`src/rtl/tmr8_pkg.sv`:
```
`timescale 1ns/1ps
package tmr8_pkg;
  localparam int SEL_W = 3;
  localparam int PS_W  = 1 << SEL_W;
  localparam int CNT_W = 8;

  typedef enum logic [1:0] {PH_Q1 = 2'd0, PH_Q2 = 2'd1, PH_Q3 = 2'd2, PH_Q4 = 2'd3} phase_t;

  // Selected prescaler bit goes 0 -> 1 on the next advance
  function automatic logic tap_edge(input logic [PS_W-1:0] cur, input logic [SEL_W-1:0] sel);
    logic [PS_W-1:0] nxt;
    nxt = cur + PS_W'(1);
    return (!cur[sel]) && nxt[sel];
  endfunction

  // Count sits at its maximum, so the next increment wraps
  function automatic logic at_top(input logic [CNT_W-1:0] v);
    return &v;
  endfunction
endpackage

```
`src/rtl/tmr8_phase_gen.sv`:
```
`timescale 1ns/1ps
module tmr8_phase_gen
  import tmr8_pkg::*;
(
  input  logic clk,
  input  logic rst_n,
  output logic q2_evt,
  output logic q4_evt
);
  phase_t ph;

  always_ff @(posedge clk or negedge rst_n) begin
    if (!rst_n) ph <= PH_Q1;
    else        ph <= phase_t'(ph + 2'd1);
  end

  assign q2_evt = (ph == PH_Q2);
  assign q4_evt = (ph == PH_Q4);
endmodule

```
`src/rtl/tmr8_ext_sync.sv`:
```
`timescale 1ns/1ps
module tmr8_ext_sync #(
  parameter int STAGES = 2
) (
  input  logic clk,
  input  logic rst_n,
  input  logic pin,
  output logic pin_s,
  output logic pin_rise
);
  logic [STAGES-1:0] chain;
  logic              prev;

  always_ff @(posedge clk or negedge rst_n) begin
    if (!rst_n) begin
      chain <= '0;
      prev  <= 1'b0;
    end else begin
      chain <= {chain[STAGES-2:0], pin};
      prev  <= chain[STAGES-1];
    end
  end

  assign pin_s    = chain[STAGES-1];
  assign pin_rise = pin_s & ~prev;
endmodule

```
`src/rtl/tmr8_prescaler.sv`:
```
`timescale 1ns/1ps
module tmr8_prescaler
  import tmr8_pkg::*;
(
  input  logic             clk,
  input  logic             rst_n,
  input  logic             clr,
  input  logic             adv,
  input  logic [SEL_W-1:0] sel,
  output logic             tap_level,
  output logic             tap_rise
);
  logic [PS_W-1:0] pcnt;

  always_ff @(posedge clk or negedge rst_n) begin
    if (!rst_n)   pcnt <= '0;
    else if (clr) pcnt <= '0;
    else if (adv) pcnt <= pcnt + PS_W'(1);
  end

  assign tap_level = pcnt[sel];
  assign tap_rise  = adv & ~clr & tap_edge(pcnt, sel);
endmodule

```
`src/rtl/tmr8_count_core.sv`:
```
`timescale 1ns/1ps
module tmr8_count_core
  import tmr8_pkg::*;
#(
  parameter int INH_CYC = 2
) (
  input  logic             clk,
  input  logic             rst_n,
  input  logic             wr,
  input  logic [CNT_W-1:0] wdata,
  input  logic             inc_ok,
  input  logic             q4_evt,
  input  logic             frozen,
  input  logic             clr_req,
  output logic [CNT_W-1:0] cnt,
  output logic             flag,
  output logic             inh_active,
  output logic             wrap_evt
);
  localparam int INH_W = $clog2(INH_CYC + 1);
  logic [INH_W-1:0] inh;

  assign wrap_evt   = inc_ok & at_top(cnt);
  assign inh_active = (inh != '0);

  always_ff @(posedge clk or negedge rst_n) begin
    if (!rst_n)      cnt <= '0;
    else if (wr)     cnt <= wdata;
    else if (inc_ok) cnt <= cnt + CNT_W'(1);
  end

  always_ff @(posedge clk or negedge rst_n) begin
    if (!rst_n)                          inh <= '0;
    else if (wr)                         inh <= INH_W'(INH_CYC);
    else if (q4_evt && inh_active && !frozen) inh <= inh - INH_W'(1);
  end

  always_ff @(posedge clk or negedge rst_n) begin
    if (!rst_n)                  flag <= 1'b0;
    else if (wrap_evt)           flag <= 1'b1;
    else if (clr_req && !frozen) flag <= 1'b0;
  end
endmodule

```
`src/rtl/tmr8_prescaled.sv`:
```
`timescale 1ns/1ps
module tmr8_prescaled
  import tmr8_pkg::*;
#(
  parameter int SYNC_STAGES = 2,
  parameter int INH_CYC     = 2
) (
  input  logic             clk,
  input  logic             rst_n,
  input  logic             cnt_wr,
  input  logic [CNT_W-1:0] cnt_wdata,
  input  logic             cfg_ext,
  input  logic             cfg_bypass,
  input  logic [SEL_W-1:0] cfg_ps_sel,
  input  logic             cfg_irq_en,
  input  logic             ext_pin,
  input  logic             sleep_req,
  input  logic             ovf_clr,
  output logic [CNT_W-1:0] cnt_value,
  output logic             ovf_flag,
  output logic             irq
);
  logic q2_evt, q4_evt;
  logic pin_s, pin_rise;
  logic tap_level, tap_rise;
  logic inh_active, wrap_evt;
  logic pre_adv, samp_src, samp_q, samp_evt;
  logic int_inc, ext_inc, inc_ok;

  tmr8_phase_gen u_phase (
    .clk(clk), .rst_n(rst_n), .q2_evt(q2_evt), .q4_evt(q4_evt)
  );

  tmr8_ext_sync #(.STAGES(SYNC_STAGES)) u_sync (
    .clk(clk), .rst_n(rst_n), .pin(ext_pin), .pin_s(pin_s), .pin_rise(pin_rise)
  );

  assign pre_adv = ~sleep_req & ~inh_active & ~cnt_wr & ~cfg_bypass &
                   (cfg_ext ? pin_rise : q4_evt);

  tmr8_prescaler u_pre (
    .clk(clk), .rst_n(rst_n), .clr(cnt_wr), .adv(pre_adv), .sel(cfg_ps_sel),
    .tap_level(tap_level), .tap_rise(tap_rise)
  );

  // External path: quarter-phase sampling of prescaler bit or pin
  assign samp_evt = q2_evt | q4_evt;
  assign samp_src = cfg_bypass ? pin_s : tap_level;

  always_ff @(posedge clk or negedge rst_n) begin
    if (!rst_n)                      samp_q <= 1'b0;
    else if (samp_evt && !sleep_req) samp_q <= samp_src;
  end

  assign ext_inc = samp_evt & samp_src & ~samp_q;
  assign int_inc = cfg_bypass ? q4_evt : tap_rise;
  assign inc_ok  = (cfg_ext ? ext_inc : int_inc) & ~sleep_req & ~inh_active & ~cnt_wr;

  tmr8_count_core #(.INH_CYC(INH_CYC)) u_core (
    .clk(clk), .rst_n(rst_n), .wr(cnt_wr), .wdata(cnt_wdata), .inc_ok(inc_ok),
    .q4_evt(q4_evt), .frozen(sleep_req), .clr_req(ovf_clr),
    .cnt(cnt_value), .flag(ovf_flag), .inh_active(inh_active), .wrap_evt(wrap_evt)
  );

  assign irq = ovf_flag & cfg_irq_en;
endmodule

```
`config.mk`:
```
export PLATFORM = sky130hd
export DESIGN_NAME = tmr8_prescaled
export DESIGN_NICKNAME = d
export VERILOG_FILES = /design/src/rtl/tmr8_pkg.sv /design/src/rtl/tmr8_phase_gen.sv /design/src/rtl/tmr8_ext_sync.sv /design/src/rtl/tmr8_prescaler.sv /design/src/rtl/tmr8_count_core.sv /design/src/rtl/tmr8_prescaled.sv
export SDC_FILE = /design/constraint.sdc
export NUM_CORES = 1
export LEC_CHECK = 0
export BUFFER_PORTS_ARGS = -buffer_cell sky130_fd_sc_hd__buf_2
export CELL_PAD_IN_SITES_DETAIL_PLACEMENT = 0
export CELL_PAD_IN_SITES_GLOBAL_PLACEMENT = 2
export CORE_MARGIN = 4
export CORE_UTILIZATION = 34
export CTS_CLUSTER_SIZE = 30
export DETAILED_ROUTE_END_ITERATION = 8
export GPL_TIMING_DRIVEN = 0
export PLACE_DENSITY_LB_ADDON = 0.1
export SYNTH_ARGS = -nofsm -noshare
export SYNTH_HDL_FRONTEND = slang
export SYNTH_SLANG_ARGS = --single-unit
```
`constraint.sdc`:
```
create_clock -name clk -period 2.7 [get_ports clk]
set_input_delay 0.54 -clock clk [delete_from_list [all_inputs] [get_ports clk]]
set_output_delay 0.54 -clock clk [all_outputs]
set_load 0.01 [all_outputs]
```
# Word-level counts from Yosys, hierarchy flattened
# Index checks and enable logic that the tools add are counted.
# Widths: inputs -> output; s select.
[classes]
add_sub_neg = 4
shift = 0
mul = 0
order_cmp = 1
reduce_logical = 13
bitwise = 21
mux = 16
n_div = 0
n_eq_ne = 2
[ops]
columns = ["operator", "n"]
rows = [
  ["$mux 8", 4],
  ["$add 8x1->8 const B", 2],
  ["$and 1x1->1", 14],
  ["$reduce_bool 2->1", 5],
  ["$mux 1", 8],
  ["$reduce_and 8->1", 1],
  ["$bmux 1 s3", 2],
  ["$not 1->1", 6],
  ["$logic_and 1x1->1", 5],
  ["$lt 3x4->1 const B", 1],
  ["$mux 2", 2],
  ["$add 2x1->2 const B", 1],
  ["$eq 2x1->1 const B", 1],
  ["$eq 2x2->1 const B", 1],
  ["$logic_not 1->1", 2],
  ["$sub 2x1->2 const B", 1],
  ["$or 1x1->1", 1],
]
[totals]
romBits = 0
latch_bits = 0
n_memories = 0
register_bits = 25
mem_bits_rw = 0
in_bits = 20

# Logic depth before layout (Yosys ltp)
[logic_depth]
depth_word = 15
depth_mapped = 9

# Cells and area by module
# A second synthesis with hierarchy kept.
[hier_totals]
hier_cells = 160
hier_area_um2 = 1559.0
[modules_own_cells]
columns = ["module", "cells_each", "seq_area_each_um2", "n_inst", "area_each_um2"]
rows = [
  ["tmr8_prescaler", 70, 200.2, 1, 660.6],
  ["tmr8_count_core", 66, 275.3, 1, 613.1],
  ["tmr8_prescaled", 13, 25.0, 1, 110.1],
  ["tmr8_ext_sync", 4, 75.1, 1, 88.8],
  ["tmr8_phase_gen", 7, 50.0, 1, 86.3],
]

# Worst setup path before layout
# Ideal clock, no wire load.
[synth_path]
path_type = "input-to-reg"
startpoint = "input cfg_ps_sel[2]"
endpoint = "register u_core.cnt[1]"
arrival_ns = 2.106
path_slack_ns = 0.445
required_time_ns = 2.551
n_path_buf = 1
stages = 7
cell_sequence = "buf_6 -> mux2i_1 -> mux4_2 -> a211o_1 -> a21oi_4 -> o21a_4 -> o311ai_0"
[synth_via]
elab_chain_len = 11
word_cells_on_any_way = 16
classes_between = "mux (7); bitwise (6); reduce/logical (3)"
[synth_lines]
columns = ["item", "line_no", "text"]
rows = [
  ["start, declared", "tmr8_prescaled.sv:14", "input logic [SEL_W-1:0] cfg_ps_sel,"],
  ["$bmux 1 s3", "tmr8_pkg.sv:13, tmr8_prescaler.sv:21", ""],
  ["$mux 1 (implied by the code)", "tmr8_pkg.sv:13, tmr8_prescaler.sv:21", ""],
  ["$logic_not 1->1", "tmr8_pkg.sv:13", "return (!cur[sel]) && nxt[sel];"],
  ["$logic_and 1x1->1", "tmr8_pkg.sv:13", ""],
  ["$and 1x1->1", "tmr8_prescaler.sv:22", "assign tap_rise = adv & ~clr & tap_edge(pcnt, sel);"],
  ["$mux 1", "tmr8_prescaled.sv:56", "assign int_inc = cfg_bypass ? q4_evt : tap_rise;"],
  ["$mux 1 *", "tmr8_prescaled.sv:57", "assign inc_ok = (cfg_ext ? ext_inc : int_inc) & ~sleep_req & ~inh_active & ~cnt_wr;"],
  ["$and 1x1->1 * (3 in a row)", "tmr8_prescaled.sv:57", ""],
  ["$reduce_bool 2->1 (no source line) *", "--", ""],
  ["end signal, assigned", "tmr8_count_core.sv:28", "else if (wr) cnt <= wdata;"],
  ["end signal, assigned", "tmr8_count_core.sv:29", "else if (inc_ok) cnt <= cnt + CNT_W'(1);"],
  ["end, declared", "tmr8_count_core.sv:15", "output logic [CNT_W-1:0] cnt,"],
]
# Mark *: on every way between the ends. The rest lies on a longest branch, timed or not. The select of a mux whose other input is x is not followed.
# A chain may end at the register's enable or synchronous reset.

# Final worst setup path
[layout_path]
startpoint = "register u_core.inh[0]"
endpoint = "register u_core.cnt[2]"
[layout_via]
elab_chain_len = 14
[layout_lines]
columns = ["item", "line_no", "text"]
rows = [
  ["start, declared", "tmr8_count_core.sv:21", "logic [INH_W-1:0] inh;"],
  ["start signal, assigned", "tmr8_count_core.sv:34", "else if (wr) inh <= INH_W'(INH_CYC);"],
  ["start signal, assigned", "tmr8_count_core.sv:35", "else if (q4_evt && inh_active && !frozen) inh <= inh - INH_W'(1);"],
  ["$reduce_bool 2->1 *", "tmr8_count_core.sv:24", "assign inh_active = (inh != '0);"],
  ["$not 1->1 *", "tmr8_prescaled.sv:38, tmr8_prescaled.sv:57", ""],
  ["$and 1x1->1 (4 in a row)", "tmr8_prescaled.sv:38", "assign pre_adv = ~sleep_req & ~inh_active & ~cnt_wr & ~cfg_bypass &"],
  ["$and 1x1->1 (2 in a row)", "tmr8_prescaler.sv:22", ""],
  ["$mux 1", "tmr8_prescaled.sv:56", ""],
  ["$mux 1", "tmr8_prescaled.sv:57", ""],
  ["$and 1x1->1", "tmr8_prescaled.sv:57", ""],
  ["$and 1x1->1 * (2 in a row)", "tmr8_prescaled.sv:57", ""],
  ["$reduce_bool 2->1 (no source line) *", "--", ""],
]
# Mark *: on every way between the ends. The rest lies on a longest branch, timed or not.

==> results.md <==
- Worst Path Buf+Inv: 3
- Clock skew: 0.00178 ns
- Slowest Stage Delay on Critical Path: about 0.37 ns
- Pin count of the biggest net entering global routing: 26
- Distinct cell type count after synthesis: 47
- Non-Filler Instances: roughly 290
- Critical path capture point type: flip-flop
- Slew @ Worst Pin: between 0.5 and 0.6 ns
- Slew HR: 61.8%
- Synth warn: 0
- CP max-delay cell: dfrtp_1
- DRC: 0
- Crit-path leading delay family: compound AO/OA/AOI/OAI gates
- Hold-fix buffers, CTS: 0
- Post-synth EDFFs: 0
- Leakage power: 0.870 nW
- TNS Setup: 0 ns
- WP data required: around 2.8 ns
- WS Path Type: flip-flop to flip-flop
- Max clock buf depth: 2
- CTS tree: built
- Worst ir drop on vdd: around 0.17 mV
- Routed WL: 4.14 mm
- Die width: just under 80 um
- Max Slew Vio Count: 0
- Final setup fails: 0
- Via count: ~1.5k
- Post-DP HPWL: 3.10 mm
- CTS buffer count: 3
- Yosys reg bits: 25
- Placed cell count: 280
- Vias per cell: 5.31
- Buffers on Ports: 25
- Grt total ovfl: 0
- Root buf cell: clkbuf_8
- Final total power: a little under 0.0008 W
- Post-synth net total: approximately 210
- RSZ-0062 raised after global routing: false
- First-pass GRT wire length: 7.02 mm
- Worst EP arrival: ~2.5 ns
- PD cells: between 400 and 500 nW/um^2
- Crit share post-route: around nine tenths
- Clk sinks: 25
- Fmax: approximately 420 MHz
- Register area share after synthesis: roughly 37%
- Post-Syn Area: about 1700 um^2
- Core Box Area: about 4800 um^2
- Die area: about 6000 um^2
- Vias in the first global route: roughly 1.5k
- Initial antenna violation count: 0
- Final Critical Period: 2.40 ns
- Syn Area/Cell: about 9 um^2
- Layout Utilization: around two fifths
- GPL Wtd Cong: roughly 0.77
- H-tree levels: 1
- Clk Latency, worst-skew pair: around 0.27 ns
- Clk slew on worst S/H paths: ~0.10 ns
- Ys async rst share: between 90% and 100%
- Critical path startpoint category: flip-flop
- Initial DRC Count: 63
- Final WS setup: between 0.3 and 0.4 ns
- Row cnt: 25
- Mapped Cells: roughly 190
- Most frequent cells in the layout: buf_2, dfrtp_1, nor2_1
- Synthesis-to-finish area growth: 16.6%
- Initial Util: a little over a third
- Worst slack, placed: 0.0453 ns
- WL/cell: between 10 and 15 um
- Commonest non-fill, non-tap cell in the layout: buf_2
- Share of post-route cells with drive strength above 1: between 20% and 30%
- Detail Route Antenna Nets: 0
- DR pass1 iterations: 4
- Die Y: 78.6 um
- Tot GR Track Use: roughly 14%
- Outcome: finished clean
- Hold Path Class: input pin to async pin
- CP Max Fanout: 9
- Nets: between 200 and 250
- Io pins: 30
- Number of antenna diodes: 0
- Crit-path cells: inv_1, ha_1, nand2b_1, a211o_1, clkbuf_1, nand3b_1, a311oi_4, buf_4, o21a_4, o311ai_0
- Ys flop type: dfrtp_1
- Max-cap viol count: 0
- Hold Violations, Final: 0
final timing paths:
| path | startpoint | endpoint | slack [ns] | cells past startpoint |
|---|---|---|---|---|
| max | u_core.inh[0] | u_core.cnt[2] | 0.30 | 10 |
| min | rst_n | u_core.flag | 0.25 | 1 |
| max reg2reg | u_core.inh[0] | u_core.cnt[2] | 0.30 | 10 |
| min reg2reg | u_sync.chain[0] | u_sync.chain[1] | 0.37 | 0 |
| max in group asynchronous | rst_n | u_pre.pcnt[5] | 2.07 | 1 |
| min in group clk | ext_pin | u_sync.chain[0] | 0.37 | 1 |
worst register-to-register path: stages, from the launching register on:
cell and delay, ns:
dfrtp_1 0.37, inv_1 0.09, ha_1 0.17, nand2b_1 0.11
a211o_1 0.24, clkbuf_1 0.22, nand3b_1 0.26, a311oi_4 0.26
buf_4 0.20, o21a_4 0.21, o311ai_0 0.13
metal layers:
| layer | share of wire [%] | track usage (%) |
|---|---|---|
| met4 | 2.0 | 4.55 |
| met5 | 0 | 0 |
| met2 | 49 | 23.7 |
| met1 | 44 | 17.7 |
| met3 | 4.6 | 2.64 |
where the power goes:
group          internal [W]  switching [W]  total, W
combinational     0.0000562      0.0000760  0.000132
sequential         0.000394      0.0000234  0.000417
clock              0.000108       0.000133  0.000242
flip-flops by register name (all words and copies together), names as in the netlist:
| signal | count |
|---|---|
| u_core.cnt | 8 |
| u_pre.pcnt | 8 |
| u_core.inh | 2 |
| u_phase.ph | 2 |
| u_sync.chain | 2 |
| samp_q | 1 |
| u_core.flag | 1 |
| u_sync.prev | 1 |
Yosys cell counts (2+ instances only):
cell type	instances	area, um^2
o311ai_0	2	17.5
a311oi_1	2	17.5
nor3_1	6	30.0
a22oi_1	2	15.0
nand2b_1	4	25.0
dfrtp_1	25	626
and3_1	6	37.5
o21a_1	2	15.0
inv_1	13	48.8
nand3b_1	2	15.0
mux2i_1	6	60.1
nor2_1	20	75.1
or3_1	2	12.5
o211ai_1	14	105
xnor2_1	5	43.8
nor2b_1	3	18.8
a21oi_1	6	30.0
ha_1	5	62.6
nand3_1	4	20.0
o2111ai_1	2	17.5
buf_2	4	20.0
o21ai_0	3	15.0
clkbuf_1	5	18.8
nand2_1	16	60.1
nand4_1	3	18.8
a211o_1	3	26.3
xor2_1	3	26.3
logic make-up (layout without fill, tap and decap cells):
| group | count (synthesis) | in the layout | share of synthesized area, % |
|---|---|---|---|
| simple gates | 72 | 72 | 21.6 |
| xor+xnor | 8 | 8 | 4.14 |
| compound gates | 46 | 46 | 22.2 |
| mux | 7 | 7 | 4.87 |
| buf+inv | 25 | 57 | 6.50 |
| flops | 25 | 25 | 36.9 |
| fa+ha+maj | 5 | 5 | 3.69 |
timing repair:
| item | 4_1_cts | 5_1_grt |
|---|---|---|
| gates resized for setup | 0 | 0 |
| buffers inserted | 0 | 3 |
| setup endpoints to repair | 0 | 1 |
area by class of cell:
class / count / area (um^2)
flip-flops and latches: 25 / 626
clock buffers: 3 / 41.3
inverters: 13 / 48.8
repair buffers: 28 / 148
plain buffers: 12 / 61.3
fillers: 500 / 2810
well taps: 67 / 83.8
clock inverters: 1 / 8.76
multi-input cells: 138 / 958
stage by stage:
stage                     area (um^2)  hold slack (ns)
after floorplan                  1690            0.244
final                            1980            0.248
after global routing             1980            0.288
after CTS                        1950            0.281
after detailed placement         1900            0.348
after global placement           1900            0.335
Note: power is estimated with default switching activity, not from simulation.
